File: src/rtl/coh_chk_pkg.sv
package coh_chk_pkg;
  localparam int CODE_W  = 4;
  localparam int N_ST    = 12;
  localparam int CAUSE_W = 3;

  typedef enum logic [CODE_W-1:0] {
    ST_II   = 4'd0,  ST_IS2  = 4'd1,  ST_IM2 = 4'd2,  ST_IO   = 4'd3,
    ST_S1I  = 4'd4,  ST_S2I  = 4'd5,  ST_S2S2 = 4'd6, ST_S2O  = 4'd7,
    ST_M1I  = 4'd8,  ST_M2I  = 4'd9,  ST_OI  = 4'd10, ST_OS2  = 4'd11
  } pair_e;

  typedef enum logic [CAUSE_W-1:0] {
    CS_NONE      = 3'd0,
    CS_BAD_CODE  = 3'd1,
    CS_EXCL_OWN  = 3'd2,
    CS_DUAL_OWN  = 3'd3,
    CS_SH_CLASH  = 3'd4,
    CS_SOLE_COPY = 3'd5
  } cause_e;
endpackage

File: src/rtl/coh_rules.sv
module coh_rules
  import coh_chk_pkg::*;
#(
  parameter int N     = 4,
  parameter int CNT_W = $clog2(N + 1)
) (
  input  logic [N_ST-1:0][CNT_W-1:0]  cnt_i,
  input  logic [CNT_W-1:0]            bad_cnt_i,
  output cause_e                      cause_o
);
  localparam int W = CNT_W + 1;

  logic [W-1:0] excl_cnt;
  logic [W-1:0] active_cnt;
  logic         r_bad, r_excl_own, r_dual_own, r_sh_clash, r_sole;

  assign excl_cnt   = W'(cnt_i[ST_M1I]) + W'(cnt_i[ST_M2I]);
  // nodes with any valid field: not idle, not illegal
  assign active_cnt = W'(N) - W'(cnt_i[ST_II]) - W'(bad_cnt_i);

  assign r_bad      = (bad_cnt_i != '0);
  assign r_excl_own = (excl_cnt != '0) && (cnt_i[ST_OS2] != '0);
  assign r_dual_own = (cnt_i[ST_OS2] >= CNT_W'(2));
  assign r_sh_clash = (cnt_i[ST_IS2] != '0) && (cnt_i[ST_S2O] != '0);
  assign r_sole     = (excl_cnt != '0) && (active_cnt >= W'(2));

  always_comb begin
    if (r_bad)           cause_o = CS_BAD_CODE;
    else if (r_excl_own) cause_o = CS_EXCL_OWN;
    else if (r_dual_own) cause_o = CS_DUAL_OWN;
    else if (r_sh_clash) cause_o = CS_SH_CLASH;
    else if (r_sole)     cause_o = CS_SOLE_COPY;
    else                 cause_o = CS_NONE;
  end
endmodule

File: config.mk
export PLATFORM = sky130hd
export DESIGN_NAME = coh_rules
export DESIGN_NICKNAME = d
export VERILOG_FILES = /design/src/rtl/coh_chk_pkg.sv /design/src/rtl/coh_rules.sv
export SDC_FILE = /design/constraint.sdc
export NUM_CORES = 1
export LEC_CHECK = 0
export ABC_CLOCK_PERIOD_IN_PS = 2070
export BUFFER_PORTS_ARGS = -buffer_cell sky130_fd_sc_hd__buf_4
export CORE_AREA = 2 2 39 41
export DETAILED_ROUTE_END_ITERATION = 7
export DIE_AREA = 0 0 41 43
export GPL_TIMING_DRIVEN = 1
export PLACE_DENSITY = 0.73
export SLEW_MARGIN = 40
export SYNTH_ARGS = -nofsm -noshare
export SYNTH_HDL_FRONTEND = slang
export SYNTH_SLANG_ARGS = --single-unit
export TNS_END_PERCENT = 30
File: constraint.sdc
create_clock -name vclk -period 2.07
set_input_delay 0.1035 -clock vclk [all_inputs]
set_output_delay 0.1035 -clock vclk [all_outputs]
set_load 0.02 [all_outputs]
Word level (Yosys, flattened, before mapping)

Index checks and enable logic that the tools add are counted.

Reduce and logical (&&, ||, !) cells: 8
Add/sub/neg operators: 3
Order comparisons: 2
Mux-type cells: 5

Operator list:

| kind                                                                   | count |
|---|---|
| 3-bit 2-to-1 mux                                                       | 5 |
| 3-bit nonzero test                                                     | 4 |
| 3-bit by 3-bit adder with 4-bit output                                 | 1 |
| 4-bit by 2-bit >= comparator with 1-bit output (second input constant) | 1 |
| 4-bit nonzero test                                                     | 1 |
| 3-bit by 3-bit subtractor with 4-bit output (first input constant)     | 1 |
| 4-bit by 3-bit subtractor with 4-bit output                            | 1 |
| 3-bit by 2-bit >= comparator with 1-bit output (second input constant) | 1 |
| 1-bit logical AND                                                      | 3 |

Flip-flop bits (word level): 0
Word-level logic and storage cells: 18
Input bits: 39

Logic depth before layout (Yosys ltp)

Depth after elaboration: 9
Depth in mapped cells: 9

Least setup slack after synthesis

OpenSTA, ideal clock, no wires.

Path kind: input to output
From: input cnt_i[24] in the netlist's numbering
To: output cause_o[2]
Setup slack: 0.162 ns
Required time: 1.966 ns
Cell stages on the path: 6
Arrival: 1.804 ns
Buffers on the path: 0
Cell sequence: ha_1 -> inv_1 -> fa_1 -> or3b_4 -> or2_1 -> a221oi_2

Longest elaborated chain between the ends: 8
Elaborated cells on any way between the ends: 9

RTL lines:

| element                                  | RTL line                         | source |
|---|---|---|
| start, declared                          | coh_rules.sv:7                   | `input logic [N_ST-1:0][CNT_W-1:0] cnt_i,` |
| 3-bit by 3-bit adder with 4-bit output * | coh_rules.sv:17                  | `assign excl_cnt = W'(cnt_i[ST_M1I]) + W'(cnt_i[ST_M2I]);` |
| 4-bit nonzero test *                     | coh_rules.sv:22, coh_rules.sv:25 |  |
| 1-bit logical AND                        | coh_rules.sv:25                  | `assign r_sole = (excl_cnt != '0) && (active_cnt >= W'(2));` |
| 3-bit 2-to-1 mux                         | coh_rules.sv:32                  | `else if (r_sole) cause_o = CS_SOLE_COPY;` |
| 3-bit 2-to-1 mux                         | coh_rules.sv:31                  | `else if (r_sh_clash) cause_o = CS_SH_CLASH;` |
| 3-bit 2-to-1 mux                         | coh_rules.sv:30                  | `else if (r_dual_own) cause_o = CS_DUAL_OWN;` |
| 3-bit 2-to-1 mux *                       | coh_rules.sv:29                  | `else if (r_excl_own) cause_o = CS_EXCL_OWN;` |
| 3-bit 2-to-1 mux *                       | coh_rules.sv:28                  | `if (r_bad) cause_o = CS_BAD_CODE;` |
| end, declared                            | coh_rules.sv:9                   | `output cause_e cause_o` |

Mark *: on every way between the ends. The rest lies on a longest branch, timed or not.

Worst setup path in the final report

Same ends and word-level chain as after synthesis.

==> impl_metrics.csv <==
group,metric,value,unit
sta,slew_violations,0,
worst_setup_path,cp-start-kind,"input pin",
route,wl,642,microns
placement,dp_hpwl,618.6,microns
grt,grt_first_pass_wirelength,1069,microns
placement,port_buffers,24,
logic_synthesis,syn_nets,83,
sta,fin_hold_ws,495.2,ps
power_and_ir_drop,power_density,188.5,mW/mm^2
logic_synthesis,yosys_warnings,0,
finish,final_cell_mix,"buf_4 (24), inv_1 (7), ha_1 (6)",
finish,clkbuf_count,0,
grt,overflow,0,
worst_setup_path,worstSetupPathType,"in2out",
power_and_ir_drop,p_leak,0.2502,nW
worst_setup_path,crit_chain,"buf_4 > ha_4 > inv_1 > fa_1 > or3b_4 > or2_4 > a221oi_2 > buf_4",
die,start_util,20.43,%
finish,area_growth,77.43,%
finish,register_area,0,sq um
route,drc,0,
logic_synthesis,yosysSeqAreaShare,0,%
sta,fin_crit,1964,ps
finish,layout-drive-gt1-share,49.15,%
sta,rsz0062_at_grt,"no",
die,die_y,43,microns
logic_synthesis,mappedNetlistArea,282.8,sq um
worst_setup_path,path_common_cell,"buf_4",
sta,period_share,94.89,%
finish,post-route-util,36.26,%
sta,fin_tns_setup,0,ps
sta,hold_viol,0,
grt,grtUsageTotal,7.924,%
logic_synthesis,synth_top_cell_by_area,"ha_1",
finish,antenna_cells,0,
worst_setup_path,cp_max_fo,3,
worst_setup_path,slowest_delay,460,ps
route,wire_per_inst,8.560,microns
route,vias_per_cell,4.440,
route,dr.pass1.iters,1,
logic_synthesis,synth.top_cell.area_share,30.97,%
worst_setup_path,end_kind,"output pin",
die,ios,42,
power_and_ir_drop,vdd_drop_max,0.06794,mV
logic_synthesis,synthTopCellsByArea,"ha_1 (31%), fa_1 (14%), inv_1 (9.3%)",
job,cap_violations,0,
outcome,status,"complete, no violations",
die,die_w,41,microns
worst_setup_path,arrival,1860,ps
die,core-area,0.001384,sq mm
grt,grt_max_degree,5,
worst_setup_path,slowest_stage,"fa_1",
route,ant_nets,0,
sta,max_freq,0.5091,GHz
worst_setup_path,crit_required,1970,ps
logic_synthesis,syn_inst,35,
worst_hold_path,hp-class,"in2out",
die,rows,14,
sta,tightest_slew,369.7,ps
finish,final_common_cell,"buf_4",
finish,nFlopsAndLatches,0,
route,via_count,333,
clock_tree,cts_setup_buffers,0,
grt,grt_pass1_vias,320,
route,drt_iter0_drc,0,
logic_synthesis,syn_avg_cell_area,8.079,sq um
die,die_area,0.001763,sq mm
grt,antenna_found_initial,0,
sta,relSlewSlack,75.15,%
placement,gp_routability_congestion,0.6066,
sta,setup_viol,0,
finish,finalNetCount,109,
logic_synthesis,ys_types,19,
==> layer usage <==
layer / share of wire (%) / GRT usage (%)
met3: 14 / 0.5236
met5: 0 / 0
met1: 33 / 8.654
met2: 53 / 15.94
met4: 0 / 0
==> path summary, 6_finish.rpt <==
kind	from	end	slack, ps	depth (start not counted)
setup / recovery	cnt_i[24]	cause_o[2]	110	8
hold / removal	cnt_i[33]	cause_o[2]	500	3
==> kinds of logic after synthesis <==
group                    synth area share, %
AO/OA/AOI/OAI                          19.47
XOR/XNOR                               3.098
adder cells (fa/ha/maj)                45.13
buffers and inverters                  9.294
AND/OR/NAND/NOR                        23.01
==> cell type report <==
cell class                 count  area, sq um
fill                         156        882.1
multi-input combinational     28        275.3
timing repair buffer          24        180.2
inverter                       7        26.28
tap                           16        20.02
==> where the power goes <==
part	switching [mW]	internal, mW	total (mW)
Clock	0	0	0
Sequential	0	0	0
Combinational	0.0390	0.0555	0.0946
==> synthesized netlist by cell type, drive strengths merged <==
| cell type | n |
|---|---|
| or3 | 1 |
| nor2 | 2 |
| nand2 | 2 |
| xnor2 | 1 |
| ha | 7 |
| nor3 | 1 |
| a221oi | 1 |
| fa | 2 |
| or2 | 1 |
| inv | 7 |
| a31oi | 1 |
| o21ai | 2 |
| o31ai | 1 |
| nand3b | 2 |
| o221ai | 1 |
| or3b | 1 |
| a21boi | 1 |
| nor2b | 1 |
==> timing repair <==
action / in CTS / in global routing
resized for setup: 0 / 4
setup endpoints to repair: 0 / 2
hold buffers: 0 / 0
hold endpoints to repair: 0 / 0
==> worst max-delay path, delay by kind of cell <==
kind | cells | cell delay (ps)
buffers and inverters | 3 | 300
AOI/OAI and AO/OA | 1 | 230
and+or+nand+nor | 2 | 630
adders and majority gates | 2 | 580
==> per-stage QoR <==
step / cell area (sq um) / std cells / power, mW / worst slack [ps]
5_1_grt: 501.7 / 75 / 0.1088 / 18.92
3_5_place_dp: 483.0 / 75 / 0.09036 / 28.87
2_1_floorplan: 282.8 / 35 / 0.04645 / 162.2
4_1_cts: 483.0 / 75 / 0.09111 / 26.52
3_3_place_gp: 483.0 / 75 / 0.08705 / 41.94
6_report: 501.7 / 75 / 0.09457 / 105.8
Note: power is estimated with default switching activity, not from simulation.
